==> config.mk <==
export PLATFORM = sky130hd
export DESIGN_NAME = startup_seq
export DESIGN_NICKNAME = d
export VERILOG_FILES = /design/src/rtl/startup_pkg.sv /design/src/rtl/startup_phase_ctr.sv /design/src/rtl/startup_event.sv /design/src/rtl/startup_done_pipe.sv /design/src/rtl/startup_seq.sv
export SDC_FILE = /design/constraint.sdc
export NUM_CORES = 1
export LEC_CHECK = 0
export CORE_MARGIN = 2
export CORE_UTILIZATION = 45
export CTS_CLUSTER_SIZE = 10
export DETAILED_ROUTE_END_ITERATION = 6
export PLACE_DENSITY = 0.87
export SETUP_SLACK_MARGIN = 0.4
export SLEW_MARGIN = 20
export SYNTH_ARGS = -nofsm -noshare
export SYNTH_HDL_FRONTEND = slang
export SYNTH_SLANG_ARGS = --single-unit
==> constraint.sdc <==
create_clock -name clk -period 2.2 [get_ports clk]
set_input_delay 0.44 -clock clk [delete_from_list [all_inputs] [get_ports clk]]
set_output_delay 0.44 -clock clk [all_outputs]
set_load 0.1 [all_outputs]
==> src/rtl/startup_pkg.sv <==
package startup_pkg;
  localparam int PH_W = 3;
  localparam logic [PH_W-1:0] PH_LAST    = 3'd6;
  localparam logic [PH_W-1:0] SEL_FOLLOW = 3'd0;
  localparam logic [PH_W-1:0] SEL_KEEP   = 3'd7;
  localparam logic [PH_W-1:0] WAIT_NONE  = 3'd7;
  localparam logic [PH_W-1:0] AUTO_PH    = 3'd2;

  typedef enum logic [1:0] {ST_IDLE, ST_RUN, ST_FIN} seq_state_t;

  // Auto match mode: phase 2 if impedance-controlled I/O is present, else no wait
  function automatic logic [PH_W-1:0] resolve_match(input logic [PH_W:0] code,
                                                    input logic dci);
    if (code[PH_W]) return dci ? AUTO_PH : WAIT_NONE;
    return code[PH_W-1:0];
  endfunction
endpackage

==> src/rtl/startup_phase_ctr.sv <==
module startup_phase_ctr
  import startup_pkg::*;
(
  input  logic            clk,
  input  logic            rst,
  input  logic            start,
  input  logic            lock_in,
  input  logic            match_in,
  input  logic [PH_W-1:0] lock_ph,
  input  logic [PH_W-1:0] match_ph,
  output logic            running,
  output logic            finished,
  output logic [PH_W-1:0] phase
);
  seq_state_t      st_q;
  logic [PH_W-1:0] ph_q;
  logic            stall;

  // a wait code of 7 never equals a live phase, so it never stalls
  always_comb
    stall = ((lock_ph == ph_q) && !lock_in) || ((match_ph == ph_q) && !match_in);

  always_ff @(posedge clk) begin
    if (rst) begin
      st_q <= ST_IDLE;
      ph_q <= '0;
    end else begin
      case (st_q)
        ST_IDLE: if (start) begin
          st_q <= ST_RUN;
          ph_q <= '0;
        end
        ST_RUN: if (!stall) begin
          if (ph_q == PH_LAST) st_q <= ST_FIN;
          else                 ph_q <= ph_q + 1'b1;
        end
        default: ;
      endcase
    end
  end

  assign running  = (st_q == ST_RUN);
  assign finished = (st_q == ST_FIN);
  assign phase    = ph_q;
endmodule

==> src/rtl/startup_event.sv <==
module startup_event
  import startup_pkg::*;
#(
  parameter bit ALLOW_FOLLOW = 1'b1
) (
  input  logic            clk,
  input  logic            rst,
  input  logic            running,
  input  logic [PH_W-1:0] phase,
  input  logic [PH_W-1:0] sel,
  input  logic            done_in,
  output logic            act,
  output logic            enabled
);
  logic hit_q;
  logic is_phase;
  logic follow;

  assign is_phase = (sel != SEL_FOLLOW) && (sel != SEL_KEEP);
  assign follow   = ALLOW_FOLLOW && (sel == SEL_FOLLOW);

  always_ff @(posedge clk) begin
    if (rst)                                    hit_q <= 1'b0;
    else if (running && is_phase && phase == sel) hit_q <= 1'b1;
  end

  assign act     = follow ? done_in : hit_q;
  assign enabled = is_phase || follow;
endmodule

==> src/rtl/startup_done_pipe.sv <==
module startup_done_pipe #(
  parameter int DEPTH = 2
) (
  input  logic clk,
  input  logic rst,
  input  logic en,
  input  logic d,
  output logic q
);
  localparam int LAST = DEPTH - 1;
  logic [LAST:0] sr_q;

  generate
    if (DEPTH == 1) begin : g_one
      always_ff @(posedge clk) begin
        if (rst) sr_q <= '0;
        else     sr_q <= d;
      end
    end else begin : g_many
      always_ff @(posedge clk) begin
        if (rst) sr_q <= '0;
        else     sr_q <= {sr_q[LAST-1:0], d};
      end
    end
  endgenerate

  assign q = en ? sr_q[LAST] : d;
endmodule

==> src/rtl/startup_seq.sv <==
module startup_seq
  import startup_pkg::*;
#(
  parameter int PIPE_DEPTH = 2
) (
  input  logic       clk,
  input  logic       rst,
  input  logic       start,
  input  logic       pll_lock,
  input  logic       imp_match,
  input  logic       dci_used,
  input  logic       done_pipe_en,
  input  logic [2:0] cfg_done_sel,
  input  logic [2:0] cfg_gts_sel,
  input  logic [2:0] cfg_gwe_sel,
  input  logic [2:0] cfg_lock_sel,
  input  logic [3:0] cfg_match_sel,
  output logic       done_o,
  output logic       gts_rel_o,
  output logic       gwe_o,
  output logic       complete_o
);
  localparam int N_DEP = 2;

  logic            seq_running, seq_fin;
  logic [PH_W-1:0] seq_phase;
  logic [PH_W-1:0] match_wait_ph;
  logic            done_raw, done_en;
  logic [PH_W-1:0] dep_sel [N_DEP];
  logic [N_DEP-1:0] dep_act, dep_en, dep_need;
  logic            all_in;
  logic            cmp_q;

  assign match_wait_ph = resolve_match(cfg_match_sel, dci_used);

  startup_phase_ctr u_ctr (
    .clk(clk), .rst(rst), .start(start),
    .lock_in(pll_lock), .match_in(imp_match),
    .lock_ph(cfg_lock_sel), .match_ph(match_wait_ph),
    .running(seq_running), .finished(seq_fin), .phase(seq_phase)
  );

  startup_event #(.ALLOW_FOLLOW(1'b0)) u_done_ev (
    .clk(clk), .rst(rst), .running(seq_running), .phase(seq_phase),
    .sel(cfg_done_sel), .done_in(1'b0), .act(done_raw), .enabled(done_en)
  );

  startup_done_pipe #(.DEPTH(PIPE_DEPTH)) u_pipe (
    .clk(clk), .rst(rst), .en(done_pipe_en), .d(done_raw), .q(done_o)
  );

  assign dep_sel[0] = cfg_gts_sel;
  assign dep_sel[1] = cfg_gwe_sel;

  generate
    for (genvar gi = 0; gi < N_DEP; gi++) begin : g_dep
      startup_event #(.ALLOW_FOLLOW(1'b1)) u_ev (
        .clk(clk), .rst(rst), .running(seq_running), .phase(seq_phase),
        .sel(dep_sel[gi]), .done_in(done_o),
        .act(dep_act[gi]), .enabled(dep_en[gi])
      );
      // following a DONE that is kept back can never happen
      assign dep_need[gi] = dep_en[gi] && !((dep_sel[gi] == SEL_FOLLOW) && !done_en);
    end
  endgenerate

  assign gts_rel_o = dep_act[0];
  assign gwe_o     = dep_act[1];

  assign all_in = (!done_en || done_o) && (&(dep_act | ~dep_need));

  always_ff @(posedge clk) begin
    if (rst)                  cmp_q <= 1'b0;
    else if (seq_fin && all_in) cmp_q <= 1'b1;
  end

  assign complete_o = cmp_q;
endmodule

Yosys cells after proc, flatten, opt, wreduce, memory -nomap -nowiden
Cells that the tools add are included.

storage, ports and cells
  input bits = 23
  register bits = 11
  word-level logic and storage cells = 76
  output and inout port bits = 4

operators by class
  add/subtract/negate cells = 1
  reduce and logical (&&, ||, !) cells = 36
  bitwise operators = 2
  muxes and demuxes = 15
  equal/unequal tests = 15

operators with widths
  kind                                                             count
  3-bit 2-to-1 mux                                                 6
  1-bit logical AND                                                17
  3-bit == test                                                    5
  3-bit inequality test, second input constant                     3
  3-bit nonzero test                                               3
  2-bit inequality test, second input constant                     4
  4-bit AND reduction                                              2
  3-bit logical NOT                                                2
  2-bit 2-to-1 mux                                                 3
  3-bit case mux with 2 select lines                               1
  1-bit logical NOT                                                5
  1-bit logical OR                                                 4
  1-bit 2-to-1 mux                                                 4
  2-bit case mux with 2 select lines                               1
  3-bit by 1-bit adder with 3-bit output, second input constant    1
  3-bit == test, second input constant                             1
  2-bit by 1-bit == test with 1-bit output, second input constant  1
  2-bit == test, second input constant                             1
  2-bit logical NOT                                                1
  2-bit inverter                                                   1
  2-bit OR                                                         1
  2-bit AND reduction                                              1
  2-bit nonzero test                                               1

Depth between registers and ports, before layout
Gate-level depths: netlist of the first run.

  depth in word-level cells = 11
  gate-level depth with buffers = 7

By module
From an unflattened synthesis of the first run, not the netlist that was laid out.

unflattened totals
  cell total of the unflattened synthesis = 101
  area total of the unflattened synthesis = 850.8 um^2

by module, submodules not included
  module                             cells each  area an instance (um^2)  sequential area each (um^2)  times used
  startup_phase_ctr                  40          349.1                    100.1                        1
  startup_event (g_dep[0].u_ev ...)  15          118.9                    20.0                         2
  startup_seq                        16          111.4                    20.0                         1
  startup_event (u_done_ev)          10          85.1                     20.0                         1
  startup_done_pipe                  5           67.6                     40.0                         1

Worst setup path before layout of the first run
No wires, ideal clock.

  path kind = in2out
  start = input cfg_gts_sel[2]
  end = output gts_rel_o
  buffers on the path = 0
  arrival = 2,239 ps
  stages = 3
  path slack = -479 ps
  cells stage by stage = nor3_1 > nor2_1 > a21oi_1

between the ends
  cells in the longest elaborated chain, start to end = 2

ends and longest elaborated chain
  element             line                 text
  start: declaration  startup_seq.sv:14    input logic [2:0] cfg_gts_sel,
  3-bit logical NOT   startup_event.sv:20  assign follow = ALLOW_FOLLOW && (sel == SEL_FOLLOW);
  1-bit 2-to-1 mux    startup_event.sv:27  assign act = follow ? done_in : hit_q;
  end: declaration    startup_seq.sv:19    output logic gts_rel_o,

Every way passes these cells.

Worst setup path in the final report of the first run
  start = input done_pipe_en
  end = output gwe_o

between the ends
  cells in the longest elaborated chain, start to end = 2

ends and longest elaborated chain
  element             line                     text
  start: declaration  startup_seq.sv:12        input logic done_pipe_en,
  1-bit 2-to-1 mux    startup_done_pipe.sv:27  assign q = en ? sr_q[LAST] : d;
  1-bit 2-to-1 mux    startup_event.sv:27
  end: declaration    startup_seq.sv:20        output logic gwe_o,

Every way passes these cells.

==> flow_metrics.tcl, run 1 <==
set metrics [dict create \
    run_status "finished, final reports clean" \
    synth.distinct_cells 44 \
    core_area_sq_um 1750 \
    finish.net_count 170 \
    chipWidth_um 47.5 \
    antenna_found_initial 0 \
    route.detailed.vias_per_inst 5.85 \
    grt_pass1_wl_mm 4.52 \
    ios 27 \
    avgSynthCellArea_sq_um 7.95 \
    cts_made_buffers 3 \
    worst-slew-pin-transition_ps 357 \
    crit_type "primary input to output pin" \
    worstSetupEndpointType "output pin" \
    clock-root-buffer "clkbuf_4" \
    placed_wire_length_estimate_after_detailed_placement_mm 2.09 \
    post_route_cells_drive_above_1_share_pct 34.7 \
    power.density_cell_area_nw_per_um2 390 \
    hold_path.class "flop to flop" \
    route.vias.total 989 \
    ys_seq_area_share_pct 25.9 \
    synth.most_common_cell "dfxtp_1" \
    synth_top_area_cell "dfxtp_1" \
    min_from "u_pipe.sr_q[0]" \
    worst_setup_hold_path_clk_slew_ps 80 \
    synthCells 107 \
    crit-reg2reg-launch "u_ctr.phase[1]" \
    critical_path_startpoint_category "primary input" \
    data_required_time_of_the_critical_path_ps 1760 \
    finClkSkew_ps 8.73 \
    gr-usage-all-layers_pct 29.7 \
    period_share_pct 80.5 \
    drt_pass1_iterations 4 \
    worstPathArrival_ps 1330 \
    routed_wirelength_mm 2.91 \
    fillCellCount 109 \
    worst-path-max-fanout 3 \
    most_frequent_cells_after_synthesis "dfxtp_1 (11), a21oi_1 (9), nor2_1 (9)" \
    synth.yosys.warnings 0 \
    drt_iter0_markers 20 \
    highest_ir_drop_seen_on_vdd_v 0.000274 \
    min_hold_slack_ps 482 \
    ys_ff_latch 11 \
    floorplan.die.height_um 47.5 \
    cts_tree "yes" \
    wl_per_cell_um 17.2 \
    syn_nets 132 \
    cts-root-to-sink-buffers 2 \
    unrepaired_setup_endpoints_after_global_routing "false" \
    r2r-end "u_ctr.phase[1]" \
    postSynth.asyncResetShare_pct 0 \
    ant_nets 0 \
    final-setup-viol-count 0 \
    achievable-frequency_ghz 0.565 \
    timing.reg2reg.worst_path_depth 5 \
    area.growth.synth_to_final_pct 67.2 \
    clock_sinks 11 \
    antenna_cells_inserted 0 \
    rrSetupSlack_ps 450 \
    synth_enable_flop_cells 0 \
    grt.busiest_layer "met2" \
    post-route-min-period_ps 1770 \
    std_cell_rows 15 \
    slew-limit-headroom_pct 75.9 \
    clkLatencyLatePin_ps 290 \
    whs_endpoint "u_pipe.sr_q[1]" \
    grt_overflow 0 \
    first_global_vias 1006 \
    port_buffers 26 \
    slew_viol_final 0 \
    grt.met3_usage_pct 5.28 \
    largest_net_degree_at_the_start_of_global_routing 14 \
    min_delay_path_depth 1 \
    global_route.usage.met2_pct 54.3 \
    netlist_top_cells_area "dfxtp_1 (26%), a21oi_1 (5.3%), nor2b_1 (4.4%), xnor2_1 (4.1%), xor2_1 (4.1%)" \
    final_util_pct 81.5 \
    hold_violation_total_from_the_final_report 0 \
    syn-cell-area_sq_um 851 \
    globalplace.congestion 0.895 \
    synth.top_cell.area_share_pct 25.9 \
    cts-htree-levels 1 \
    synth_flop_cell "dfxtp_1" \
    grt_use_met1_pct 32.1 \
    initial_utilization_pct 48.7 \
    cap_violations 0 \
    cellLeakagePower_nw 0.528 \
    drc_errors 0 \
    design.die.area_sq_um 2250 \
]
[cells by family after synthesis]
group	after synthesis	synth area share, %
and+or+nand+nor	46	30.1
AOI/OAI and AO/OA	30	25.3
DFF	11	25.9
xor gates and xnor gates	8	8.23
buffers and inverters	8	4.56
muxes	2	2.94
adders and majority gates	2	2.94
[through the flow]
stage	power [mW]	TNS (ps)	setup slack (ps)	cells	area [sq um]
final	0.555	0	430	169	1420
after global routing	0.577	0	392	169	1420
after CTS	0.547	0	402	169	1420
after detailed placement	0.388	-90.8	-70.2	164	1280
after global placement	0.380	0	18.5	164	1280
after floorplan	0.298	0	382	107	906
[cell usage in the layout, fill, tap and decap left out, types with 3 or more instances in the layout]
cell type	Yosys	routed
dfxtp_1	11	9
nor3_1	5	3
clkdlybuf4s15_2	0	4
nand2b_1	3	3
nand2_1	4	4
buf_4	0	11
dlygate4sd2_1	0	8
clkbuf_4	0	3
nor2_1	9	8
a21oi_4	0	3
a21oi_1	9	6
o21ai_0	3	3
buf_12	0	4
xor2_2	0	4
nor2b_1	6	5
nand3_1	5	5
xnor2_1	4	4
inv_1	4	3
clkdlybuf4s50_1	0	8
[worst max-delay path: stages]
cell and delay (ps):
clkdlybuf4s15_2 210, mux2i_4 310, buf_12 150, a21oi_4 50, buf_12 170
[how the worst max path moves through the flow]
stage | cells after the start | from | to
final | 5 | done_pipe_en | gwe_o
after global routing | 5 | cfg_gts_sel[1] | gts_rel_o
after CTS | 5 | cfg_gwe_sel[2] | gwe_o
after detailed placement | 6 | cfg_lock_sel[2] | u_ctr.phase[1]
after global placement | 6 | cfg_lock_sel[2] | u_ctr.phase[1]
after floorplan | 3 | cfg_gts_sel[2] | gts_rel_o
[per-layer routing]
metal,up-vias,share of wire [%]
li1,469,-
met1,466,40
met2,45,52
met3,9,5.5
met4,0,3.3
met5,-,0
[sequential cells by signal, indices dropped and copies added, names as in the netlist]
register / count
complete_o: 1
g_dep.u_ev.hit_q: 2
u_ctr.phase: 3
u_ctr.st_q: 2
u_done_ev.act: 1
u_pipe.sr_q: 2
[area by class of cell]
cell class                 instances  area [sq um]  share of cell area [%]
tap                               25          31.3                    2.20
multi-input combinational         88           756                    53.1
inverter                           4          18.8                    1.32
clock buffer                       4          26.3                    1.85
timing repair buffer              37           368                    25.9
sequential                        11           223                    15.7
[repair_timing]
action / CTS / global route
setup endpoints to repair: 7 / 4
pin swaps: 8 / 2
gates resized for setup: 39 / 7
buffers inserted: 1 / 0
hold buffers: 0 / 0
[power breakdown]
group	leakage (nW)	total, mW	switching [mW]	internal, mW
logic	0.424	0.193	0.103	0.0907
clock network	0.0150	0.149	0.0786	0.0706
registers	0.0899	0.213	0.00823	0.204
(Power assumes the default switching activity.)
==> inputs of run 2 (changes only) <==
--- a/config.mk
+++ b/config.mk
@@ -6,10 +6,10 @@
 export NUM_CORES = 1
 export LEC_CHECK = 0
 export CORE_MARGIN = 2
-export CORE_UTILIZATION = 45
+export CORE_UTILIZATION = 41
 export CTS_CLUSTER_SIZE = 10
 export DETAILED_ROUTE_END_ITERATION = 6
-export PLACE_DENSITY = 0.87
+export PLACE_DENSITY = 0.84
 export SETUP_SLACK_MARGIN = 0.4
 export SLEW_MARGIN = 20
 export SYNTH_ARGS = -nofsm -noshare
==> constraint.sdc (replaced) <==
create_clock -name clk -period 1.52 [get_ports clk]
set_input_delay 0.304 -clock clk [delete_from_list [all_inputs] [get_ports clk]]
set_output_delay 0.304 -clock clk [all_outputs]
set_load 0.1 [all_outputs]
==> flow_metrics.tcl, run 2 (synthesis gave the netlist of run 1 again) <==
set metrics [dict create \
    cellLeakagePower_nw 0.702 \
    run_status "finished, violations left" \
    clkLatencyLatePin_ps 290 \
    ios 27 \
    failed_checks "negative setup slack" \
    min_delay_path_depth 1 \
    slew-limit-headroom_pct 72.9 \
    unrepaired_setup_endpoints_after_global_routing "true" \
    post_route_cells_drive_above_1_share_pct 53.8 \
    final_util_pct 88.9 \
    data_required_time_of_the_critical_path_ps 1710 \
    achievable-frequency_ghz 0.616 \
    most-common-layout-cells "buf_4 (33), dlygate4sd2_1 (14), nor2_1 (7)" \
    globalplace.congestion 0.928 \
    fin_area_sq_um 1740 \
    gr-usage-all-layers_pct 26.4 \
    post-route-min-period_ps 1620 \
    ant_nets 0 \
    initial_utilization_pct 43.4 \
    worst_slack_ps -104 \
    core_area_sq_um 1960 \
    cts-htree-levels 1 \
    area.growth.synth_to_final_pct 105 \
    highest_ir_drop_seen_on_vdd_v 0.000672 \
    floorplan.die.height_um 49.6 \
    worst-slew-pin-transition_ps 401 \
    cts.hold.buffers_added 0 \
    std_cell_rows 16 \
    grt_pass1_wl_mm 4.96 \
    placed_wire_length_estimate_after_detailed_placement_mm 2.03 \
    critical_path_startpoint_category "flop" \
    timing.reg2reg.worst_path_depth 5 \
    largest_net_degree_at_the_start_of_global_routing 12 \
    internal_power_mw 0.580 \
    first_global_vias 1107 \
    largest_register_ff_count 3 \
    chipWidth_um 49.6 \
    placedInstanceArea_sq_um 1470 \
    route.detailed.vias_per_inst 5.67 \
    cap_violations 0 \
    finish.net_count 197 \
    finClkSkew_ps 8.82 \
    routed_wirelength_mm 3.26 \
    slew_viol_final 0 \
    clock_sinks 11 \
    drc_errors 0 \
    layout.cells.most_common "buf_4" \
    worstSetupEndpointType "flop" \
    cts_tree "yes" \
    pwr-share-comb_pct 40.4 \
    final-setup-viol-count 7 \
    drt_pass1_iterations 5 \
    route.vias.total 1122 \
    hold_path.class "flop to flop" \
    cts-root-to-sink-buffers 2 \
    power.share.sequential_pct 34.6 \
    port_buffers 26 \
    cts_made_buffers 3 \
    design.die.area_sq_um 2460 \
    worst-path-max-fanout 3 \
    hold_violation_total_from_the_final_report 0 \
    worst_setup_hold_path_clk_slew_ps 80 \
    clock-root-buffer "clkbuf_4" \
    drt_iter0_markers 32 \
    rrSetupSlack_ps -100 \
    antenna_cells_inserted 0 \
    switching_share_of_power_pct 34.3 \
    worstPathArrival_ps 1810 \
    crit_type "flop to flop" \
    antenna_found_initial 0 \
    power.density_cell_area_nw_per_um2 506 \
    grt_overflow 0 \
    power.clock.fraction_pct 25.0 \
    wl_per_cell_um 16.5 \
    min_hold_slack_ps 484 \
    power.net_switching_mw 0.303 \
    period_share_pct 107 \
]
==> run 2: cell types whose count changed in the layout (fill, tap and decap cells not counted), moves of 3 or more <==
cell and change:
dfxtp_1 -5, clkdlybuf4s50_1 -4, buf_6 +4, dlygate4sd2_1 +6, dfxtp_2 +3, buf_4 +22
==> run 2: area by class of cell <==
cell class / count / area [sq um]
Timing Repair Buffer: 64 / 601
Sequential cell: 11 / 234
Fill cell: 90 / 218
Tap cell: 27 / 33.8
Multi-Input combinational cell: 88 / 831
Clock buffer: 4 / 26.3
Inverter: 4 / 18.8
==> run 2: per-layer routing <==
metal | share of wire (%) | vias up | track usage [%] | routed length [um]
met4 | 2.7 | 0 | 5.56 | 87
li1 | - | 525 | - | -
met5 | 0 | - | 0 | 0
met1 | 36 | 517 | 26.9 | 1180
met3 | 7.0 | 13 | 5.45 | 227
met2 | 54 | 67 | 53.8 | 1760
==> run 2: worst paths after layout <==
check,startpoint,end
worst min register to register,u_pipe.sr_q[0],u_pipe.sr_q[1]
worst max-delay path,u_ctr.phase[1],u_ctr.phase[1]
worst min-delay path,u_pipe.sr_q[0],u_pipe.sr_q[1]
worst max register to register,u_ctr.phase[1],u_ctr.phase[1]
==> run 2: timing repair <==
| item | CTS | global route |
|---|---|---|
| resized for setup | 42 | 22 |
| hold endpoints to repair | 0 | 0 |
| pin swaps | 23 | 13 |
| setup buffers | 7 | 1 |
| endpoints found under the setup margin | 12 | 13 |
==> run 2: critical path, stage by stage (launching register included) <==
cell	delay, ps
dfxtp_4	370
xor2_2	150
or4_4	530
o2111ai_4	100
a31oi_4	60
mux2_4	310
==> run 2: per-stage QoR <==
stage	cells	worst slack [ps]	setup TNS, ps	total power [mW]
after floorplan	107	-35.4	-85.8	0.439
after global placement	186	-478	-3240	0.596
after detailed placement	186	-543	-3610	0.606
after CTS	197	-120	-313	0.826
after global routing	198	-138	-583	0.925
final	198	-104	-311	0.883
==> run 2: power by group through the flow <==
stage / clock [mW] / sequential, mW / combinational [mW]
3_3_place_gp: 0 / 0.312 / 0.285
6_report: 0.221 / 0.306 / 0.356
5_1_grt: 0.243 / 0.306 / 0.376
4_1_cts: 0.211 / 0.306 / 0.309
2_1_floorplan: 0 / 0.310 / 0.129
3_5_place_dp: 0 / 0.312 / 0.294
